===== src/rtl/iqdf_pkg.sv =====
package iqdf_pkg;
    localparam int BEATS  = 4;
    localparam int BEAT_W = $clog2(BEATS);
    localparam int SLOTS  = 2 * BEATS;
    localparam int SLOT_W = $clog2(SLOTS);

    typedef enum logic [1:0] {
        ST_HUNT  = 2'd0,
        ST_PAIR1 = 2'd1,
        ST_PAIR2 = 2'd2
    } seq_state_t;
endpackage


===== src/rtl/iqdf_edge_detect.sv =====
module iqdf_edge_detect (
    input  logic clk,
    input  logic rst,
    input  logic frame_in,
    output logic rise,
    output logic fall
);
    // Held high at reset so a level already high at release is no edge.
    logic prev_q;

    always_ff @(posedge clk or posedge rst) begin
        if (rst) prev_q <= 1'b1;
        else     prev_q <= frame_in;
    end

    always_comb begin
        rise = frame_in & ~prev_q;
        fall = ~frame_in & prev_q;
    end
endmodule


===== src/rtl/iqdf_slot_seq.sv =====
module iqdf_slot_seq
    import iqdf_pkg::*;
(
    input  logic              clk,
    input  logic              rst,
    input  logic              rise,
    input  logic              fall,
    input  logic              level,
    output logic              cap_en,
    output logic [SLOT_W-1:0] cap_slot,
    output logic              align_err
);
    seq_state_t        state_q, state_d;
    logic [BEAT_W-1:0] beat_q, beat_d;
    logic              cap_half;
    logic [BEAT_W-1:0] cap_beat;
    logic              mismatch;
    logic              err_q;

    // Capture decision for the current word
    always_comb begin
        cap_en   = 1'b0;
        cap_half = 1'b0;
        cap_beat = beat_q;
        mismatch = 1'b0;
        unique case (state_q)
            ST_HUNT: begin
                if (rise) begin
                    cap_en   = 1'b1;
                    cap_beat = '0;
                end
            end
            ST_PAIR1, ST_PAIR2: begin
                cap_en = 1'b1;
                if (rise) begin
                    cap_half = 1'b0;
                    cap_beat = '0;
                end else if (fall) begin
                    cap_half = 1'b1;
                    cap_beat = '0;
                end else begin
                    cap_half = (state_q == ST_PAIR2);
                    cap_beat = beat_q;
                    mismatch = (level != (state_q == ST_PAIR1));
                end
            end
            default: cap_en = 1'b0;
        endcase
    end

    // Next state: lock, resync, advance, half-wrap, group-wrap
    always_comb begin
        state_d = state_q;
        beat_d  = beat_q;
        if (cap_en) begin
            if (cap_beat == BEAT_W'(BEATS - 1)) begin
                state_d = cap_half ? ST_PAIR1 : ST_PAIR2;
                beat_d  = '0;
            end else begin
                state_d = cap_half ? ST_PAIR2 : ST_PAIR1;
                beat_d  = cap_beat + 1'b1;
            end
        end else if (state_q != ST_HUNT) begin
            state_d = ST_HUNT;
            beat_d  = '0;
        end
    end

    always_ff @(posedge clk or posedge rst) begin
        if (rst) begin
            state_q <= ST_HUNT;
            beat_q  <= '0;
        end else begin
            state_q <= state_d;
            beat_q  <= beat_d;
        end
    end

    always_ff @(posedge clk or posedge rst) begin
        if (rst) err_q <= 1'b0;
        else     err_q <= err_q | mismatch;
    end

    always_comb begin
        cap_slot  = {cap_half, cap_beat};
        align_err = err_q;
    end
endmodule


===== src/rtl/iqdf_slice_store.sv =====
module iqdf_slice_store
    import iqdf_pkg::*;
#(
    parameter int SLICE_W = 6
) (
    input  logic                 clk,
    input  logic                 rst,
    input  logic                 restart,
    input  logic                 cap_en,
    input  logic [SLOT_W-1:0]    cap_slot,
    input  logic [SLICE_W-1:0]   slice_in,
    output logic                 fire,
    output logic [2*SLICE_W-1:0] i1_n,
    output logic [2*SLICE_W-1:0] q1_n,
    output logic [2*SLICE_W-1:0] i2_n,
    output logic [2*SLICE_W-1:0] q2_n
);
    logic [SLICE_W-1:0] slice_q [SLOTS];
    logic [SLICE_W-1:0] slice_n [SLOTS];
    logic [SLOTS-1:0]   mask_q, mask_n, hit;

    for (genvar k = 0; k < SLOTS; k++) begin : g_slot
        always_comb begin
            hit[k]     = cap_en && (cap_slot == SLOT_W'(k));
            slice_n[k] = hit[k] ? slice_in : slice_q[k];
            mask_n[k]  = (restart ? 1'b0 : mask_q[k]) | hit[k];
        end
        always_ff @(posedge clk or posedge rst) begin
            if (rst) slice_q[k] <= '0;
            else     slice_q[k] <= slice_n[k];
        end
    end

    always_comb begin
        fire = hit[SLOTS-1] && (&mask_n);
        // slot order inside a half: I high, Q high, I low, Q low
        i1_n = {slice_n[0], slice_n[2]};
        q1_n = {slice_n[1], slice_n[3]};
        i2_n = {slice_n[4], slice_n[6]};
        q2_n = {slice_n[5], slice_n[7]};
    end

    always_ff @(posedge clk or posedge rst) begin
        if (rst)       mask_q <= '0;
        else if (fire) mask_q <= '0;
        else           mask_q <= mask_n;
    end
endmodule


===== src/rtl/iqdf_out_stage.sv =====
module iqdf_out_stage #(
    parameter int SAMPLE_W = 12
) (
    input  logic                clk,
    input  logic                rst,
    input  logic                fire,
    input  logic [SAMPLE_W-1:0] i1_n,
    input  logic [SAMPLE_W-1:0] q1_n,
    input  logic [SAMPLE_W-1:0] i2_n,
    input  logic [SAMPLE_W-1:0] q2_n,
    output logic [SAMPLE_W-1:0] i1_q,
    output logic [SAMPLE_W-1:0] q1_q,
    output logic [SAMPLE_W-1:0] i2_q,
    output logic [SAMPLE_W-1:0] q2_q,
    output logic                valid_q
);
    always_ff @(posedge clk or posedge rst) begin
        if (rst) begin
            valid_q <= 1'b0;
            i1_q    <= '0;
            q1_q    <= '0;
            i2_q    <= '0;
            q2_q    <= '0;
        end else begin
            valid_q <= fire;
            if (fire) begin
                i1_q <= i1_n;
                q1_q <= q1_n;
                i2_q <= i2_n;
                q2_q <= q2_n;
            end
        end
    end
endmodule


===== src/rtl/iq_deframer_dual.sv =====
module iq_deframer_dual
    import iqdf_pkg::*;
#(
    parameter int SLICE_W = 6
) (
    input  logic                 clk,
    input  logic                 rst,
    input  logic [SLICE_W-1:0]   lane_slice,
    input  logic                 frame_bit,
    output logic [2*SLICE_W-1:0] i1_out,
    output logic [2*SLICE_W-1:0] q1_out,
    output logic [2*SLICE_W-1:0] i2_out,
    output logic [2*SLICE_W-1:0] q2_out,
    output logic                 grp_valid,
    output logic                 align_err
);
    localparam int SAMPLE_W = 2 * SLICE_W;

    logic              rise, fall, cap_en, fire;
    logic [SLOT_W-1:0] cap_slot;
    logic [SAMPLE_W-1:0] i1_n, q1_n, i2_n, q2_n;

    iqdf_edge_detect u_edge (
        .clk      (clk),
        .rst      (rst),
        .frame_in (frame_bit),
        .rise     (rise),
        .fall     (fall)
    );

    iqdf_slot_seq u_seq (
        .clk       (clk),
        .rst       (rst),
        .rise      (rise),
        .fall      (fall),
        .level     (frame_bit),
        .cap_en    (cap_en),
        .cap_slot  (cap_slot),
        .align_err (align_err)
    );

    iqdf_slice_store #(.SLICE_W(SLICE_W)) u_store (
        .clk      (clk),
        .rst      (rst),
        .restart  (rise),
        .cap_en   (cap_en),
        .cap_slot (cap_slot),
        .slice_in (lane_slice),
        .fire     (fire),
        .i1_n     (i1_n),
        .q1_n     (q1_n),
        .i2_n     (i2_n),
        .q2_n     (q2_n)
    );

    iqdf_out_stage #(.SAMPLE_W(SAMPLE_W)) u_out (
        .clk     (clk),
        .rst     (rst),
        .fire    (fire),
        .i1_n    (i1_n),
        .q1_n    (q1_n),
        .i2_n    (i2_n),
        .q2_n    (q2_n),
        .i1_q    (i1_out),
        .q1_q    (q1_out),
        .i2_q    (i2_out),
        .q2_q    (q2_out),
        .valid_q (grp_valid)
    );
endmodule


===== config.mk =====
export PLATFORM = sky130hd
export DESIGN_NAME = iq_deframer_dual
export DESIGN_NICKNAME = d
export VERILOG_FILES = /design/src/rtl/iqdf_pkg.sv /design/src/rtl/iqdf_edge_detect.sv /design/src/rtl/iqdf_slot_seq.sv /design/src/rtl/iqdf_slice_store.sv /design/src/rtl/iqdf_out_stage.sv /design/src/rtl/iq_deframer_dual.sv
export SDC_FILE = /design/constraint.sdc
export NUM_CORES = 1
export LEC_CHECK = 0
export ABC_AREA = 1
export BUFFER_PORTS_ARGS = -buffer_cell sky130_fd_sc_hd__clkbuf_2
export CORE_ASPECT_RATIO = 0.6
export CORE_MARGIN = 3
export CORE_UTILIZATION = 55
export DETAILED_ROUTE_END_ITERATION = 16
export PLACE_DENSITY = 0.88
export SYNTH_ARGS = -nofsm -noshare
export SYNTH_HDL_FRONTEND = slang
export SYNTH_HIERARCHICAL = 1
export SYNTH_SLANG_ARGS = --single-unit
export TNS_END_PERCENT = 5

===== constraint.sdc =====
create_clock -name clk -period 2.92 [get_ports clk]
set_input_delay 0.146 -clock clk [delete_from_list [all_inputs] [get_ports clk]]
set_output_delay 0.146 -clock clk [all_outputs]
set_load 0.05 [all_outputs]

# [Word level (Yosys, flattened, before mapping)]
# Index checks and enable logic that the tools add are counted.
[classes] n_bitwise=13 mux=36 eq_ne=11 n_reduce_logical=15 add_sub_neg=1
[ops] cell="$mux W6" n=8
[ops] cell="$mux W2" n=10
[ops] cell="$mux W1" n=15
[ops] cell="$eq A3 B3 Y1 const B" n=4
[ops] cell="$logic_and A1 B1 Y1" n=9
[ops] cell="$or A1 B1 Y1" n=9
[ops] cell="$mux W8" n=1
[ops] cell="$reduce_and A8 Y1" n=1
[ops] cell="$eq A3 B2 Y1 const B" n=2
[ops] cell="$eq A2 B2 Y1 const B" n=2
[ops] cell="$pmux W2 S2" n=1
[ops] cell="$reduce_bool A2 Y1" n=2
[ops] cell="$eq A3 B1 Y1 const B" n=1
[ops] cell="$logic_not A3 Y1" n=1
[ops] cell="$add A2 B1 Y2 const B" n=1
[ops] cell="$and A1 B1 Y1" n=2
[ops] cell="$eq A2 B1 Y1 const B" n=1
[ops] cell="$logic_not A2 Y1" n=1
[ops] cell="$not A1 Y1" n=2
[ops] cell="$pmux W1 S2" n=1
[ops] cell="$reduce_or A2 Y1" n=1
[ops] cell="$ne A1 B1 Y1" n=1
[word_totals] in_bits=9 register_bits=111 elab_cells=94

# [Depth between registers and ports, before layout]
# Gate-level depths: netlist (run 1).
[logic_depth] ltp_word=11 mapped_depth=20 ltp_nobuf=18

# [By module]
# Netlist (run 1), hierarchy kept.
[by_module_without_submodules] module="iqdf_slice_store" cells_each=226 area_per_inst_um2=2142.1 seq_area_each_um2=1376.3 instances=1
[by_module_without_submodules] module="iqdf_out_stage" cells_each=205 area_per_inst_um2=1834.3 seq_area_each_um2=1226.2 instances=1
[by_module_without_submodules] module="iqdf_slot_seq" cells_each=51 area_per_inst_um2=380.4 seq_area_each_um2=125.1 instances=1
[by_module_without_submodules] module="iqdf_edge_detect" cells_each=6 area_per_inst_um2=45.0 seq_area_each_um2=26.3 instances=1

# [Least setup slack after synthesis (run 1)]
# No wires, ideal clock.
[synth_timing] path_type="register -> register" startpoint="register u_seq.state_q[0]" endpoint="register u_out.i1_q[0]" slack_ns=0.292 stages_incl_launch_ff=21 synth_period_minus_slack_ns=2.628 n_path_buf=2 arrival_ns=2.509 cell_sequence="dfrtp_1 inv_1 ha_1 inv_1 nor2_2 nand2_1 nand2_1 inv_1 nor2_1 nand2_1 inv_2 nand2_1 nand2_2 nand2_2 nor2_8 and2_1 inv_2 buf_4 buf_2 nand2_1 nand2_1"
[synth_lines] element="start, declared" line="iqdf_slot_seq.sv:13" rtl="seq_state_t state_q, state_d;"
[synth_lines] element="start signal, assigned" line="iqdf_slot_seq.sv:74" rtl="state_q <= state_d;"
[synth_lines] element="$eq A2 B1 Y1 / $eq A2 B2 Y1 (equally long branches)" line="iqdf_slot_seq.sv:26" rtl="unique case (state_q)"
[synth_lines] element="$reduce_or A2 Y1" line="iqdf_slot_seq.sv:26"
[synth_lines] element="$pmux W2 S2 *" line="iqdf_slot_seq.sv:26"
[synth_lines] element="via cap_slot[1]" line="iq_deframer_dual.sv:20" rtl="logic [SLOT_W-1:0] cap_slot;"
[synth_lines] element="$eq A3 B1 Y1, or another cell as far along" line="iqdf_slice_store.sv:24" rtl="hit[k] = cap_en && (cap_slot == SLOT_W'(k));"
[synth_lines] element="$logic_and A1 B1 Y1" line="iqdf_slice_store.sv:24"
[synth_lines] element="$or A1 B1 Y1" line="iqdf_slice_store.sv:26" rtl="mask_n[k] = (restart ? 1'b0 : mask_q[k]) | hit[k];"
[synth_lines] element="$reduce_and A8 Y1" line="iqdf_slice_store.sv:35" rtl="fire = hit[SLOTS-1] && (&mask_n);"
[synth_lines] element="$logic_and A1 B1 Y1 *" line="iqdf_slice_store.sv:35"
[synth_lines] element="via fire" line="iq_deframer_dual.sv:19" rtl="logic rise, fall, cap_en, fire;"
[synth_lines] element="end signal, assigned" line="iqdf_out_stage.sv:27" rtl="i1_q <= i1_n;"
[synth_lines] element="end, declared" line="iqdf_out_stage.sv:11" rtl="output logic [SAMPLE_W-1:0] i1_q,"
# Mark *: on every way through the listed nets, which the timed path passes. The rest lies on a longest branch.
# A chain may end at the register's enable or synchronous reset.

# [Final worst setup path (run 1)]
[layout_timing] startpoint="register u_seq.state_q[0]" endpoint="register u_out.i1_q[9]"
# The elaborated chain is that of the path after synthesis.

==> run summary, run 1 <==
Total leakage power: 2.94 nW
Fin nets: 567
DP Area: 4830 µm²
Origin of the worst setup path: u_seq/state_q[0]$_DFFE_PP0P_
Chip Width: 121 µm
Least-Margin Pin Slew: 1.11 ns
Clock-pin slew on the worst setup and hold paths: 0.07 ns
Post-synthesis cell area: 4400 µm²
Via count: 3441
ANT nets after route: 0
Pwr dens: 858 nW/µm²
Syn nets: 502
HP Class: input port to async pin
Register area share after synthesis: 62.6%
# DRC: 0
Outcome: completed
Syn. warnings: 6
Crit share post-route: 92.5%
VDD IR max: 0.381 mV
H-tree depth: 3
Final Max Slew Viols: 0
Slew margin rel.: 26.1%
Initial Util: 58.6%
Final WL: 10.0 mm
Port Buf Inserts: 58
R2r endpoint: u_out/i1_q[9]$_DFFE_PP0P_
Met1 usage: 31.5%
Most Crowded Layer GR: met2
Die Ht: 75.3 µm
Longest Clk Path Bufs: 2
R2R setup slack: 0.22 ns
First-pass GRT wire length: 16.0 mm
Crit start category: flop
Worst skew pair latency: 0.35 ns
Tot GR Track Use: 22.8%
CTS tree: built
Core Region: 7510 µm²
Antenna violations before repair: 0
Area grow syn2layout: 18.6%
Critical Path AT: 2.93 ns
Req. time, crit path: 3.15 ns
ANT cells: 0
M3 GR Usage: 5.56%
Global-route met2 utilization: 37.9%
Peak Freq: 0.370 GHz
Initial DRC count: 257
Setup violations, final: 0
Final worst clock skew: 0.00948 ns
Final Hold Fails: 0
Design area: 5220 µm²
Fin Setup TNS: 0 ns
Worst R2R Path Depth: 19
Yosys cell types: 23
CTS Buf Count: 9
Clock sink count: 110
Worst Setup EP: u_out/i1_q[9]$_DFFE_PP0P_
Kind of critical path: flop to flop
Critical Path Fanout Max: 19
Detailed Place HPWL: 6.59 mm
Setup crit end kind: flop
Layout cells sized above 1: 20.6%
Syn_area_per_cell: 9.02 µm²
DR WL/cell: 15.1 µm
Largest net degree at the start of global routing: 56
Number of I/O pins: 59
DR pass1 iterations: 5
Grt total ovfl: 0
Post-Syn Instances: 488
Tmin final: 2.70 ns
Site Rows: 24
Max Cap Violations: 0
RR Startpoint: u_seq/state_q[0]$_DFFE_PP0P_
Seq cells post-synth: 110
Gpl congestion: 0.877
Via count of the first global-routing pass: 3300
Via/cell ratio: 5.20
Die footprint: 9150 µm²
RSZ-0062 raised after global routing: no
Root Buffer: clkbuf_16
==> cells by family (layout without fill, tap and decap cells) <==
kind of cell | count (synthesis) | in the layout | share of synthesized area [%]
xor gates and xnor gates | 1 | 1 | 0.199
AOI/OAI and AO/OA | 59 | 59 | 7.02
DFF | 110 | 110 | 62.6
adders and majority gates | 5 | 5 | 1.42
buffers and inverters | 59 | 129 | 5.69
and+or+nand+nor | 254 | 254 | 23.1
==> routing by layer <==
| layer | vias up | routed length [µm] |
|---|---|---|
| met1 | 1673 | 4510 |
| met5 | - | 0 |
| met2 | 135 | 4710 |
| li1 | 1621 | - |
| met4 | 0 | 97 |
| met3 | 12 | 687 |
==> cells in the final DEF, fill, tap and decap left out <==
| cell type | instances |
|---|---|
| nand2_1 | 226 |
| dfrtp_1 | 109 |
| clkbuf_2 | 58 |
| o21ai_0 | 42 |
| inv_1 | 33 |
| buf_4 | 10 |
| clkbuf_16 | 9 |
| nand2_2 | 9 |
| a21oi_1 | 9 |
| nor2_1 | 7 |
| inv_2 | 6 |
| nor2_2 | 6 |
| o21ai_1 | 6 |
| ha_1 | 5 |
| bufinv_16 | 2 |
| clkinv_4 | 2 |
| dlygate4sd3_1 | 2 |
| buf_12 | 2 |
| nor2_4 | 2 |
| inv_8 | 1 |
| clkinv_2 | 1 |
| clkbuf_8 | 1 |
| dfstp_2 | 1 |
| inv_4 | 1 |
| buf_8 | 1 |
| a21oi_4 | 1 |
| nand3b_1 | 1 |
| nand3_1 | 1 |
| xnor2_1 | 1 |
| o21bai_1 | 1 |
| nor2_8 | 1 |
| and2_4 | 1 |
==> Yosys cell counts <==
cell type | instances | area [µm²]
o21ai_1 | 6 | 30.0
dfstp_2 | 1 | 26.3
nand3b_1 | 1 | 7.51
nand2_1 | 226 | 848
buf_4 | 5 | 37.5
o21ai_0 | 42 | 210
ha_1 | 5 | 62.6
nor2_4 | 1 | 11.3
nor2_2 | 4 | 25.0
inv_2 | 4 | 15.0
xnor2_1 | 1 | 8.76
a21oi_4 | 1 | 16.3
and2_1 | 1 | 6.26
inv_1 | 36 | 135
nand2_2 | 9 | 56.3
a21oi_1 | 9 | 45.0
dfrtp_1 | 109 | 2730
nor2_8 | 1 | 20.0
nand3_1 | 1 | 5.00
clkbuf_1 | 6 | 22.5
o21bai_1 | 1 | 7.51
nor2_1 | 10 | 37.5
buf_2 | 8 | 40.0
==> power breakdown <==
part / switching, mW / internal [mW]
clock: 0.551 / 0.783
sequential: 0.107 / 1.87
combinational: 0.806 / 0.365
==> cell type report <==
cell class              count  area (µm²)
well taps                 104         130
clock inverters             6        93.8
multi-input cells         319        1410
clock buffers              10         239
inverters                  40         153
repair buffers             73         440
fillers                   574        2280
flip-flops and latches    110        2750
==> flip-flops by register name, summed over array words and instances (netlist names) <==
register / count
u_edge/prev_q: 1
u_store/mask_q: 7
u_out/i2_q: 12
u_seq/align_err: 1
u_out/valid_q: 1
u_seq/state_q: 2
u_out/q1_q: 12
u_store/slice_q: 48
u_out/q2_q: 12
u_seq/beat_q: 2
u_out/i1_q: 12
==> how the worst min path moves through the flow <==
stage | start | to | slack, ns | cells past startpoint
after floorplan | rst | u_seq/align_err$_DFF_PP0_ | -0.08 | 1
after global placement | rst | u_seq/align_err$_DFF_PP0_ | 0.1 | 2
after detailed placement | rst | u_seq/align_err$_DFF_PP0_ | 0.10 | 2
after CTS | rst | u_seq/beat_q[1]$_DFFE_PP0P_ | 0.29 | 3
after global routing | rst | u_seq/align_err$_DFF_PP0_ | 0.31 | 3
final | rst | u_seq/beat_q[0]$_DFFE_PP0P_ | 0.30 | 3
==> metrics by stage <==
| step | setup slack [ns] | cells | utilization [%] | total power, mW | hold WS, ns |
|---|---|---|---|---|---|
| floorplan | 0.292 | 488 | - | 2.81 | -0.0755 |
| global placement | 0.297 | 642 | 64.3 | 3.00 | 0.0956 |
| detailed placement | 0.0583 | 642 | 64.3 | 3.10 | 0.102 |
| CTS | 0.0180 | 660 | 69.0 | 4.45 | 0.295 |
| global route | 0.0234 | 662 | 69.6 | 4.75 | 0.309 |
| finish | 0.218 | 662 | 69.6 | 4.48 | 0.296 |
==> critical path: stages (launching register included) <==
cell,delay (ns)
dfrtp_1,0.40
inv_1,0.09
ha_1,0.29
inv_1,0.14
nor2_2,0.07
nand2_1,0.10
nand2_1,0.08
inv_1,0.10
nor2_4,0.05
buf_4,0.14
nor2_2,0.11
nand2_1,0.10
nand2_1,0.12
nand2_1,0.10
nor2_4,0.10
and2_4,0.18
inv_4,0.10
buf_12,0.17
nand2_1,0.07
nand2_1,0.07
==> repair_timing <==
action | 4_1_cts | 5_1_grt
endpoints found under the setup margin | 0 | 49
buffers inserted | 0 | 2
hold buffers | 2 | 0
hold endpoints to repair | 7 | 0
resized for setup | 0 | 11
(Power assumes the default switching activity.)
==> inputs of run 2 (changes only) <==
Settings changed: ABC_AREA 1 to 0, PLACE_DENSITY 0.88 to 0.87.
==> run 2 against run 1 <==
  * The flow now finishes with violations (setup timing)
  * Maximum frequency down 9.3%
  * Largest cell class unchanged
  * Global-route usage down 0.58 points
  * Clock-buffer cell count up 4
  * Worst hold slack worse by 0.17 ns
  * Via count down 18%
  * Clock power down 11%
  * Sequential share of layout area down 4.8 points
  * Final cell count down 22%
  * Largest power group unchanged
  * First-iteration DRC count down 37%
  * Wire length down 0.39%
==> run summary, run 2 <==
Psw: 1.55 mW
VDD IR max: 0.452 mV
First-pass GRT wire length: 15.8 mm
Setup crit end kind: flop
Core Region: 7980 µm²
Longest Clk Path Bufs: 2
Initial Util: 57.3%
Least-Margin Pin Slew: 1.06 ns
Total leakage power: 2.87 nW
Via/cell ratio: 5.43
Syn nets: 320
Most common cell in the synthesized netlist: dfrtp_1
Seq cells post-synth: 110
Fin nets: 418
Layout cells sized above 1: 56.5%
Design area: 5740 µm²
Final setup margin: -0.0600 ns
Max Cap Violations: 0
H-tree depth: 3
Req. time, crit path: 3.15 ns
ANT cells: 0
RSZ-0062 raised after global routing: yes
Fin Hold WS: 0.128 ns
Pre-CTS setup slack: -0.128 ns
Via count of the first global-routing pass: 2889
DR WL/cell: 19.3 µm
Gpl congestion: 0.885
Area grow syn2layout: 25.7%
Pwr dens: 882 nW/µm²
Register area share after synthesis: 60.3%
Worst skew pair latency: 0.35 ns
Tot GR Track Use: 22.2%
Chip Width: 124 µm
Die footprint: 9470 µm²
Root Buffer: clkbuf_16
Clock power frac: 23.2%
Number of synthesized flops with an enable pin: 0
Clock sink count: 110
Die Ht: 76.6 µm
Detailed Place HPWL: 6.21 mm
Top cell type by total area after synthesis: dfrtp_1
Most Frequent Cell on Critical Path: buf_12
Largest net degree at the start of global routing: 50
Final WL: 9.97 mm
Crit start category: flop
Final non-filler cell total: 517
Syn. warnings: 6
Top cell type's share of synthesized area: 59.7%
# DRC: 0
Final Max Slew Viols: 0
Post-synthesis cell area: 4570 µm²
CP max stage delay: 0.43 ns
Critical path cell sequence: inv_2 -> ha_4 -> inv_4 -> o21ai_2 -> a21oi_2 -> nor2b_1 -> buf_4 -> nor4bb_4 -> a21oi_4 -> a2111oi_4 -> buf_6 -> buf_12 -> buf_12 -> mux2_4
Pint: 3.51 mW
Post-Syn Instances: 306
Critical Path AT: 3.21 ns
Combinational share of power: 36.9%
Setup violations, final: 18
Initial DRC count: 162
Crit share post-route: 102%
CTS tree: built
DR pass1 iterations: 4
Grt total ovfl: 0
Kind of critical path: flop to flop
Tmin final: 2.98 ns
Fin Setup TNS: -0.715 ns
Outcome: complete, but fails checks
Yosys cell types: 37
Via count: 2805
Final Hold Fails: 0
Final worst clock skew: 0.00498 ns
CTS Buf Count: 9
Top cells by count, synth: 109 x dfrtp_1, 70 x mux2_2, 27 x nand2_1, 21 x mux2_4, 11 x inv_1
Largest cells by area after synthesis: dfrtp_1 60%, mux2_2 17%, mux2_4 6.9%
Peak Freq: 0.336 GHz
Syn_area_per_cell: 14.9 µm²
Sequential Power Share: 39.9%
Sw Ratio: 30.6%
Clock-pin slew on the worst setup and hold paths: 0.07 ns
Most common cell after layout, fill and taps aside: dfrtp_1
Failing checks: setup timing
Port Buf Inserts: 58
Number of I/O pins: 59
Most frequent cells in the layout: 109 x dfrtp_1, 58 x clkbuf_2, 52 x mux2_2
Fillers: 506
Post-synth top flop: dfrtp_1
ANT nets after route: 0
Critical Path Fanout Max: 8
Critical Path Slowest Stage Cell: a2111oi_4
DP Area: 5090 µm²
HP Class: input port to flop
Number of flip-flops under the largest register name: 48
Reg with most FFs: u_store/slice_q
Placed Cells: 477
Site Rows: 25
Slew margin rel.: 29.3%
Antenna violations before repair: 0
Post-synth ARST share: 100%
run 2: changes by cell type after synthesis, moves of 9 or more:
cell,delta
nand2_1,-199
mux2_2,+70
o21ai_0,-41
inv_1,-25
mux2_4,+21
nand2_2,-9
run 2: path summary, 6_finish.rpt:
| check | start | to | slack (ns) | depth (start not counted) |
|---|---|---|---|---|
| setup / recovery | u_seq/state_q[0]$_DFFE_PP0P_ | u_out/q2_q[7]$_DFFE_PP0P_ | -0.06 | 14 |
| hold / removal | frame_bit | u_seq/align_err$_DFF_PP0_ | 0.13 | 3 |
| setup reg to reg | u_seq/state_q[0]$_DFFE_PP0P_ | u_out/q2_q[7]$_DFFE_PP0P_ | -0.06 | 14 |
| hold reg to reg | u_store/slice_q[3]$_DFF_PP0_ | u_store/slice_q[3]$_DFF_PP0_ | 0.48 | 2 |
| max in group asynchronous | rst | u_out/i1_q[6]$_DFFE_PP0P_ | 1.62 | 3 |
| min in group asynchronous | rst | u_seq/beat_q[0]$_DFFE_PP0P_ | 0.29 | 3 |
run 2: cell type report:
cell class	count	area (µm²)	share of cell area, %
sequential	110	2750	47.9
multi-input combinational	170	1810	31.5
timing repair buffer	102	714	12.4
clock buffer	14	274	4.77
tap	108	135	2.35
inverter	11	43.8	0.762
clock inverter	2	15.0	0.261
run 2: cells by family (layout without fill, tap and decap cells):
logic type	Yosys count	count (layout)	synth area share (%)
AND/OR/NAND/NOR	53	53	7.15
AO/OA/AOI/OAI	18	18	3.01
multiplexers	92	92	24.4
buffers and inverters	26	129	3.26
flip-flops	110	110	60.3
adder cells (fa/ha/maj)	5	5	1.37
XOR/XNOR	2	2	0.548
run 2: through the flow:
stage | util [%] | total power [mW]
6_report | 72.0 | 5.06
3_3_place_gp | 63.9 | 3.46
5_1_grt | 72.0 | 5.32
2_1_floorplan | - | 3.19
4_1_cts | 70.9 | 4.95
3_5_place_dp | 63.9 | 3.56
run 2: timing repair:
item                                    4_1_cts  5_1_grt
pin swaps                                     6        2
cloned                                        1        0
hold buffers                                  1        1
buffers inserted                             17        4
endpoints found under the setup margin       47       48
gates resized for setup                      22       11
hold endpoints to repair                     40        1
run 2: critical path: cells and delay by family, from the launching register on:
family | cells | cell delay (ns)
flops | 1 | 0.39
buf+inv | 6 | 0.74
compound gates | 4 | 0.76
simple gates | 2 | 0.46
mux | 1 | 0.30
fa+ha+maj | 1 | 0.21
run 2: power groups by stage:
stage / sequential (mW) / clock [mW] / combinational (mW)
4_1_cts: 2.01 / 1.20 / 1.74
3_5_place_dp: 2.04 / 0 / 1.51
2_1_floorplan: 2.00 / 0 / 1.18
5_1_grt: 2.05 / 1.26 / 2.01
3_3_place_gp: 2.02 / 0 / 1.44
6_report: 2.02 / 1.18 / 1.87
run 2: layer usage:
| metal | track usage [%] | share of wire [%] |
|---|---|---|
| met5 | 0 | 0 |
| met4 | 4.97 | 1.7 |
| met3 | 7.72 | 5.6 |
| met2 | 33.4 | 46 |
| met1 | 31.3 | 46 |
==> inputs of run 3 (changes only) <==
Settings changed: BUFFER_PORTS_ARGS -buffer_cell sky130_fd_sc_hd__clkbuf_2 to unset, DONT_BUFFER_PORTS set to 1, PLACE_DENSITY 0.87 to 0.81.
==> run 3 against run 2 <==
  * The flow still finishes with violations (setup timing)
  * First-iteration DRC count down 24%
  * Register-to-register slack worse by 0.03 ns
  * Power down 3.2%
  * Maximum frequency down 1.2%
  * Design area down 3.5%
  * Largest cell class unchanged
  * Largest power group unchanged
==> run summary, run 3 (synthesized netlist as in run 2, its figures left out) <==
Final Max Slew Viols: 0
Area grow syn2layout: 21.3%
Die footprint: 9470 µm²
Setup violations, final: 41
Clock power frac: 22.9%
Die Ht: 76.6 µm
Pre-CTS setup slack: -0.122 ns
Most frequent cells in the layout: 109 x dfrtp_1, 50 x mux2_2, 41 x mux2_4
Req. time, crit path: 3.15 ns
Clock sink count: 110
Initial Util: 57.3%
Crit start category: flop
Max Cap Violations: 0
Setup crit end kind: flop
Delay-heaviest family, CP: compound AO/OA/AOI/OAI gates
Chip Width: 124 µm
Number of I/O pins: 59
Most common cell after layout, fill and taps aside: dfrtp_1
CTS tree: built
Tot GR Track Use: 20.2%
Peak Freq: 0.332 GHz
Worst skew pair latency: 0.35 ns
Fillers: 535
Final setup margin: -0.0947 ns
CTS Buf Count: 9
Total leakage power: 2.64 nW
First-pass GRT wire length: 14.4 mm
Sw Ratio: 31.0%
Core Util, Final: 69.5%
Slew margin rel.: 30.4%
Largest net degree at the start of global routing: 50
Detailed Place HPWL: 5.99 mm
Least-Margin Pin Slew: 1.04 ns
Antenna violations before repair: 2
Longest Clk Path Bufs: 2
Gpl congestion: 0.840
Combinational share of power: 35.8%
Clock-pin slew on the worst setup and hold paths: 0.07 ns
Reg with most FFs: u_store/slice_q
Port Buf Inserts: 0
Critical path cell sequence: inv_2 -> ha_4 -> inv_2 -> o21ai_2 -> a21oi_2 -> nor2b_4 -> buf_6 -> nor4b_4 -> o2111ai_2 -> a2111oi_4 -> buf_6 -> buf_8 -> clkbuf_16 -> mux2_4
Core Region: 7980 µm²
Critical Path Fanout Max: 6
HP Class: input port to flop
CP max stage delay: 0.41 ns
Site Rows: 25
Root Buffer: clkbuf_16
DR pass1 iterations: 4
Tmin final: 3.01 ns
Via count of the first global-routing pass: 2679
Final Hold Fails: 0
Sequential Power Share: 41.3%
Critical Path Slowest Stage Cell: dfrtp_1
DR WL/cell: 21.0 µm
Pint: 3.38 mW
Outcome: complete, but fails checks
Pwr dens: 884 nW/µm²
ANT nets after route: 0
H-tree depth: 3
Via/cell ratio: 5.54
VDD IR max: 0.434 mV
RSZ-0062 raised after global routing: yes
Psw: 1.52 mW
Critical Path AT: 3.25 ns
Initial DRC count: 123
Number of flip-flops under the largest register name: 48
Final WL: 9.74 mm
Buf/Inv on CP: 6
Crit share post-route: 103%
Kind of critical path: flop to flop
Grt total ovfl: 0
Fin nets: 364
Layout cells sized above 1: 49.3%
# DRC: 0
Via count: 2570
Final worst clock skew: 0.00684 ns
Failing checks: setup timing
-- run 3: changes by cell type in the layout (fill, tap and decap cells not counted), sizes merged --
cell / change
clkinv: +3
clkbuf: -59
dlygate4sd3: +6
diode: +1
inv: +2
buf: -6
-- run 3: worst reg2reg max path, cell delays in order (launching register included) --
cell and delay (ns):
dfrtp_1 0.41, inv_2 0.10, ha_4 0.21, inv_2 0.06, o21ai_2 0.05, a21oi_2 0.23, nor2b_4 0.10, buf_6 0.14
nor4b_4 0.28, o2111ai_2 0.21, a2111oi_4 0.34, buf_6 0.18, buf_8 0.14, clkbuf_16 0.15, mux2_4 0.30
-- run 3: timing repair --
item	CTS	global route
resized for setup	10	36
setup endpoints to repair	47	50
endpoints found under the hold margin	139	0
setup buffers	2	13
pin swaps	1	7
hold buffers	8	0
cloned	0	6
-- run 3: layout make-up --
| type | instances | area [µm²] | share of cell area [%] |
|---|---|---|---|
| diodes | 1 | 2.50 | 0.0451 |
| clock inverters | 7 | 47.5 | 0.858 |
| multi-input cells | 170 | 1810 | 32.7 |
| flip-flops and latches | 110 | 2750 | 49.7 |
| clock buffers | 9 | 225 | 4.06 |
| inverters | 11 | 41.3 | 0.745 |
| repair buffers | 48 | 526 | 9.48 |
| well taps | 108 | 135 | 2.44 |
-- run 3: final timing paths --
| path | from | endpoint | slack (ns) | cells after the start |
|---|---|---|---|---|
| max in group asynchronous | rst | u_out/q1_q[0]$_DFFE_PP0P_ | 1.66 | 2 |
| worst max-delay path | u_seq/state_q[1]$_DFFE_PP0P_ | u_out/i1_q[2]$_DFFE_PP0P_ | -0.09 | 14 |
| worst min-delay path | frame_bit | u_seq/beat_q[0]$_DFFE_PP0P_ | 0.14 | 3 |
| min in group asynchronous | rst | u_seq/state_q[0]$_DFFE_PP0P_ | 0.26 | 2 |
| worst min register to register | u_store/slice_q[5]$_DFF_PP0_ | u_store/slice_q[5]$_DFF_PP0_ | 0.48 | 2 |
| worst max register to register | u_seq/state_q[1]$_DFFE_PP0P_ | u_out/i1_q[2]$_DFFE_PP0P_ | -0.09 | 14 |
-- run 3: per-layer routing --
| metal | wire [µm] | vias to the layer above | GRT usage, % |
|---|---|---|---|
| li1 | - | 1143 | - |
| met3 | 814 | 8 | 9.79 |
| met2 | 4450 | 69 | 28.8 |
| met5 | 13 | - | 0 |
| met4 | 67 | 2 | 4.42 |
| met1 | 4390 | 1348 | 28.0 |
-- run 3: power by group through the flow --
stage | Clock [mW] | Combinational [mW] | Sequential (mW)
global route | 1.22 | 1.91 | 2.06
detailed placement | 0 | 1.50 | 2.05
finish | 1.12 | 1.76 | 2.02
floorplan | 0 | 1.18 | 2.00
global placement | 0 | 1.44 | 2.02
CTS | 1.15 | 1.57 | 2.02
-- run 3: metrics by stage --
step                      hold WS, ns  area, µm²  setup TNS, ns  instances  power [mW]
after global routing            0.136       5540          -6.86        464        5.18
after floorplan               -0.0755       4610          -3.80        306        3.19
after detailed placement      -0.0417       4770          -2.31        418        3.54
after global placement        -0.0399       4770              0        418        3.46
final                           0.141       5540          -2.82        464        4.90
after CTS                       0.131       5190              0        444        4.74
